### src/rtl/svm_lin_classify.sv
module svm_lin_classify #(
  parameter int W     = 16,
  parameter int NFEAT = 3,
  parameter int NSV   = 4,
  parameter int FRAC  = 8,
  parameter logic [NSV*NFEAT*W-1:0] SV_INIT = {16'h0080, 16'hff00, 16'hff00,
                                               16'hfe70, 16'h0032, 16'h0032,
                                               16'h0064, 16'h012c, 16'hff38,
                                               16'h0040, 16'hff80, 16'h0100},
  parameter logic [NSV*W-1:0] ALPHA_INIT = {16'h0020, 16'h00c8, 16'h0040, 16'h0080},
  parameter logic [NSV-1:0]   LABEL_INIT = 4'b1010,
  parameter logic [W-1:0]     BIAS       = 16'hffc0
) (
  input  logic               clk,
  input  logic               rst_n,
  input  logic               start,
  input  logic [NFEAT*W-1:0] feat_in,
  output logic               seizure,
  output logic               valid
);
  localparam int FIW = (NFEAT > 1) ? $clog2(NFEAT) : 1;
  localparam int SIW = (NSV > 1) ? $clog2(NSV) : 1;
  localparam int SAW = (NSV*NFEAT > 1) ? $clog2(NSV*NFEAT) : 1;
  localparam int AW  = 2*W + FIW + SIW + 2;

  typedef enum logic [1:0] {ST_IDLE, ST_DOT, ST_SCALE, ST_FIN} st_t;

  logic [W-1:0] sv_rom    [NSV*NFEAT];
  logic [W-1:0] alpha_rom [NSV];
  logic         lbl_rom   [NSV];

  for (genvar g = 0; g < NSV*NFEAT; g++) begin : g_sv
    assign sv_rom[g] = SV_INIT[g*W +: W];
  end
  for (genvar g = 0; g < NSV; g++) begin : g_al
    assign alpha_rom[g] = ALPHA_INIT[g*W +: W];
    assign lbl_rom[g]   = LABEL_INIT[g];
  end

  st_t                 state_q;
  logic [FIW-1:0]      f_q;
  logic [SIW-1:0]      s_q;
  logic [NFEAT*W-1:0]  x_q;
  logic signed [AW-1:0] dot_q, sum_q;
  logic [W-1:0]        ay_q;

  wire busy = (state_q != ST_IDLE);
  wire take = start & ~busy;
  wire in_dot = (state_q == ST_DOT);

  logic [SAW-1:0] sv_addr;
  assign sv_addr = SAW'(int'(s_q) * NFEAT + int'(f_q));

  logic signed [W-1:0]   op_a, op_b;
  logic signed [2*W-1:0] prod;
  logic signed [AW-1:0]  prod_x, shifted, addend, acc_in;

  assign op_a    = in_dot ? $signed(x_q[f_q*W +: W]) : $signed({1'b0, ay_q[W-2:0]});
  assign op_b    = in_dot ? $signed(sv_rom[sv_addr]) : $signed(dot_q[FRAC +: W]);
  assign prod    = op_a * op_b;
  assign prod_x  = {{(AW-2*W){prod[2*W-1]}}, prod};
  assign shifted = prod_x >>> FRAC;
  assign addend  = in_dot ? prod_x : (ay_q[W-1] ? -shifted : shifted);
  assign acc_in  = (in_dot ? dot_q : sum_q) + addend;

  always_ff @(posedge clk or negedge rst_n) begin
    if (!rst_n) begin
      state_q <= ST_IDLE;
      f_q     <= '0;
      s_q     <= '0;
      x_q     <= '0;
      dot_q   <= '0;
      sum_q   <= '0;
      ay_q    <= '0;
      seizure <= 1'b0;
      valid   <= 1'b0;
    end else begin
      valid <= 1'b0;
      case (state_q)
        ST_IDLE: if (take) begin
          x_q     <= feat_in;
          f_q     <= '0;
          s_q     <= '0;
          dot_q   <= '0;
          sum_q   <= {{(AW-W){BIAS[W-1]}}, BIAS};
          state_q <= ST_DOT;
        end
        ST_DOT: begin
          dot_q <= acc_in;
          if (f_q == '0)
            ay_q <= {alpha_rom[s_q][W-1] ^ lbl_rom[s_q], alpha_rom[s_q][W-2:0]};
          if (f_q == FIW'(NFEAT-1)) begin
            f_q     <= '0;
            state_q <= ST_SCALE;
          end else begin
            f_q <= f_q + 1'b1;
          end
        end
        ST_SCALE: begin
          sum_q <= acc_in;
          dot_q <= '0;
          if (s_q == SIW'(NSV-1)) begin
            state_q <= ST_FIN;
          end else begin
            s_q     <= s_q + 1'b1;
            state_q <= ST_DOT;
          end
        end
        default: begin
          seizure <= ~sum_q[AW-1] & (|sum_q);
          valid   <= 1'b1;
          state_q <= ST_IDLE;
        end
      endcase
    end
  end
endmodule


### config.mk
export PLATFORM = sky130hd
export DESIGN_NAME = svm_lin_classify
export DESIGN_NICKNAME = d
export VERILOG_FILES = /design/src/rtl/svm_lin_classify.sv
export SDC_FILE = /design/constraint.sdc
export NUM_CORES = 1
export LEC_CHECK = 0
export BUFFER_PORTS_ARGS = -buffer_cell sky130_fd_sc_hd__buf_2
export CORE_ASPECT_RATIO = 0.8
export CORE_MARGIN = 1
export CORE_UTILIZATION = 40
export DETAILED_ROUTE_END_ITERATION = 10
export GPL_ROUTABILITY_DRIVEN = 0
export GPL_TIMING_DRIVEN = 0
export PLACE_DENSITY_LB_ADDON = 0.08
export SLEW_MARGIN = 10
export SYNTH_ARGS = -nofsm -noshare
export SYNTH_HDL_FRONTEND = slang
export SYNTH_SLANG_ARGS = --single-unit
### constraint.sdc
create_clock -name clk -period 12.46 [get_ports clk]
set_input_delay 0.623 -clock clk [delete_from_list [all_inputs] [get_ports clk]]
set_output_delay 0.623 -clock clk [all_outputs]
set_load 0.05 [all_outputs]
==> impl_metrics.py <==
metrics = {
    "outcome": {
        "status": "completed",
    },
    "yosys": {
        "synth_cell_types": 74,
        "synth-simple-area-share_pct": 15.0,
        "synth_xor_area_share_pct": 3.68,
        "netlist_area_mm2": 0.0191,
        "synth.area.mux_share_pct": 4.13,
        "yosysWarnings": 0,
        "synthTopCellsByArea": "fa_1 (28%), dfrtp_1 (18%), ha_1 (8.4%)",
        "ys_ff_latch": 136,
        "ys_seq_area_share_pct": 17.9,
        "syn-instance-count": 2150,
        "synth_fa_ha_area_share_pct": 36.4,
        "synth_compound_area_share_pct": 14.6,
        "synth.top_cell.area_share_pct": 27.9,
        "syn_area_per_cell_um2": 8.86,
        "async_flop_share_pct": 100,
        "synth_edf_count": 0,
        "synth_ff_type": "dfrtp_1",
        "synth_top_area_cell": "fa_1",
        "synth_top_family_by_area": "adder cells",
    },
    "sta": {
        "fin_crit_ps": 12080,
        "period_share_pct": 96.9,
        "drv_slew": 0,
        "finalHoldViolations": 0,
        "skew_ps": 6.07,
        "setup_ws_ps": 384,
        "fmax_mhz": 82.8,
        "slew_headroom_pct": 23.2,
        "finalSetupViolations": 0,
        "worstMarginPinSlew_ps": 1140,
    },
    "finish": {
        "diodes": 0,
        "fill_cells": 4624,
        "layout.nets": 2703,
        "syn2layout_area_growth_pct": 11.6,
        "multiInputGateArea_mm2": 0.0145,
        "final_util_pct": 45.2,
        "layout-drive-gt1-share_pct": 11.8,
        "seqCellArea_mm2": 0.00340,
        "design_area_mm2": 0.0213,
    },
    "drt": {
        "viasPerCell": 5.49,
        "wirelength_um": 62900,
        "routedWlPerCell_um": 21.8,
        "drcViolationCount": 0,
        "drt_pre_antenna_iters": 5,
        "ant_nets": 0,
        "vias": 15800,
        "first_iter_violations": 1209,
    },
    "grt": {
        "grt_pass1_wl_um": 96500,
        "grt_use_total_pct": 26.7,
        "first_global_vias": 15700,
        "grt_max_degree": 86,
        "grt.overflow.total": 0,
        "antenna_found_initial": 0,
    },
    "die": {
        "fp-row-count": 71,
        "die_h_um": 197,
        "io_pins": 53,
        "dieArea_mm2": 0.0485,
        "die_x_um": 246,
        "coreArea_mm2": 0.0470,
        "start_util_pct": 40.5,
    },
    "placed_design": {
        "portBuffers": 52,
        "place_hpwl_um": 51200,
        "dpl_cell_area_mm2": 0.0202,
        "place_ws_ps": -1240,
    },
    "worst_setup_path": {
        "cp_slowest_stage_delay_ps": 620,
        "critPathTopFamily": "adder cells",
        "critPathMostFrequentCell": "fa_1",
        "cp-end-kind": "flop",
        "slowest_stage": "fa_2",
        "cp_max_fo": 10,
        "worstPathBufferInverterCount": 6,
        "startpoint_type": "flop",
        "crit_required_ps": 12790,
        "setup.worst_path.class": "reg2reg",
        "cp.arrival_ps": 12410,
    },
    "clock_tree": {
        "ctsHoldBuffers": 0,
        "htree_levels": 4,
        "clockBufferDepth": 2,
        "clk_pin_slew_ps": 60,
        "numClockSinks": 136,
        "tritoncts": "done",
        "clk_latency_ps": 440,
        "ctsRootBufferMaster": "clkbuf_16",
        "cts_made_buffers": 17,
    },
    "worst_hold_path": {
        "hp-class": "in2async",
    },
    "flow_run": {
        "drv_cap": 0,
    },
}
[synth_stat cells (all sizes together), types with 3 or more instances]
| library cell | instances |
|---|---|
| xnor2 | 51 |
| a21oi | 91 |
| or2 | 12 |
| buf | 12 |
| clkbuf | 69 |
| nand2 | 297 |
| nor4 | 9 |
| or4 | 4 |
| and3 | 8 |
| o31ai | 6 |
| or3 | 16 |
| a31oi | 8 |
| a221oi | 3 |
| o21bai | 3 |
| o22a | 22 |
| nor2 | 193 |
| nand2b | 19 |
| o211ai | 9 |
| a21o | 45 |
| a21boi | 7 |
| nand3 | 19 |
| ha | 128 |
| nand4 | 14 |
| a2111oi | 7 |
| a221o | 12 |
| a211oi | 13 |
| o21ai | 80 |
| a22o | 44 |
| mux2i | 19 |
| o22ai | 5 |
| o211a | 3 |
| mux2 | 53 |
| xor2 | 29 |
| fa | 266 |
| a31o | 5 |
| o41ai | 3 |
| nor3 | 22 |
| and2 | 11 |
| and4 | 5 |
| o21a | 18 |
| dfrtp | 136 |
| nor2b | 10 |
| a211o | 5 |
| inv | 340 |
[state kept, by name, summed over array words and instances, names as in the netlist]
signal / flops
x_q: 48
sum_q: 38
dot_q: 37
ay_q: 5
f_q: 2
s_q: 2
state_q: 2
seizure: 1
valid: 1
[worst register-to-register path, delay by kind of cell (launching register included)]
family | cells | cell delay, ps
flip-flops | 1 | 460
buffers and inverters | 6 | 470
adder cells (fa/ha/maj) | 11 | 5060
AND/OR/NAND/NOR | 11 | 2620
AO/OA/AOI/OAI | 14 | 2990
XOR/XNOR | 2 | 380
[layout by cell type, fill, tap and decap left out, drive strengths merged, types with 12 or more instances in the layout]
cell,count
a211oi,13
ha,128
o21a,18
mux2i,19
a221o,12
nand2,297
o22a,22
clkbuf,88
dfrtp,136
nor2,193
nor3,22
nand2b,19
buf,88
a21o,45
fa,266
a22o,44
o21ai,80
conb,15
or2,12
xnor2,51
nand4,14
nand3,19
or3,16
a21oi,91
inv,339
mux2,53
xor2,29
[through the flow]
step           std cells  hold WS (ps)  setup TNS, ps
4_1_cts             2870           140              0
5_1_grt             2888           166           -191
3_3_place_gp        2836           466         -12120
6_report            2888           135              0
2_1_floorplan       2164           327              0
3_5_place_dp        2837           476         -11730
[layout make-up]
cell class              count  share of cell area [%]
plain buffers              77                    1.48
clock buffers              20                    2.05
clock inverters             9                   0.494
inverters                 340                    6.02
multi-input cells        1607                    68.0
flip-flops and latches    136                    16.0
well taps                 620                    3.65
repair buffers             79                    2.30
[per-layer routing]
layer	share of wire [%]	track usage, %
met5	0	0
met4	2.0	6.26
met3	8.2	6.00
met2	43	39.1
met1	47	39.5
[logic make-up (layout without fill, tap and decap cells)]
logic type                 count (synthesis)  count (layout)
and+or+nand+nor                          645             645
adders and majority gates                394             394
muxes                                     72              72
AOI/OAI and AO/OA                        401             401
xor gates and xnor gates                  80              80
DFF                                      136             136
buffers and inverters                    421             525
other                                      1              15
[timing repair]
action / CTS / global route
gates resized for setup: 28 / 87
pin swaps: 3 / 12
hold endpoints to repair: 0 / 0
buffers inserted: 8 / 18
setup endpoints to repair: 31 / 17
[worst paths after layout]
kind / startpoint / slack (ps) / end / depth (start not counted)
hold / removal: rst_n / 130 / x_q[8] / 1
hold reg to reg: dot_q[2] / 490 / dot_q[2] / 2
max in group asynchronous: rst_n / 11500 / dot_q[25] / 2
min in group clk: feat_in[32] / 410 / x_q[32] / 2
setup reg to reg: s_q[0] / 380 / sum_q[37] / 44
setup / recovery: s_q[0] / 380 / sum_q[37] / 44
Power is not shown: default switching activity piles up to over one toggle a cycle in this logic, so the estimate is an artifact.
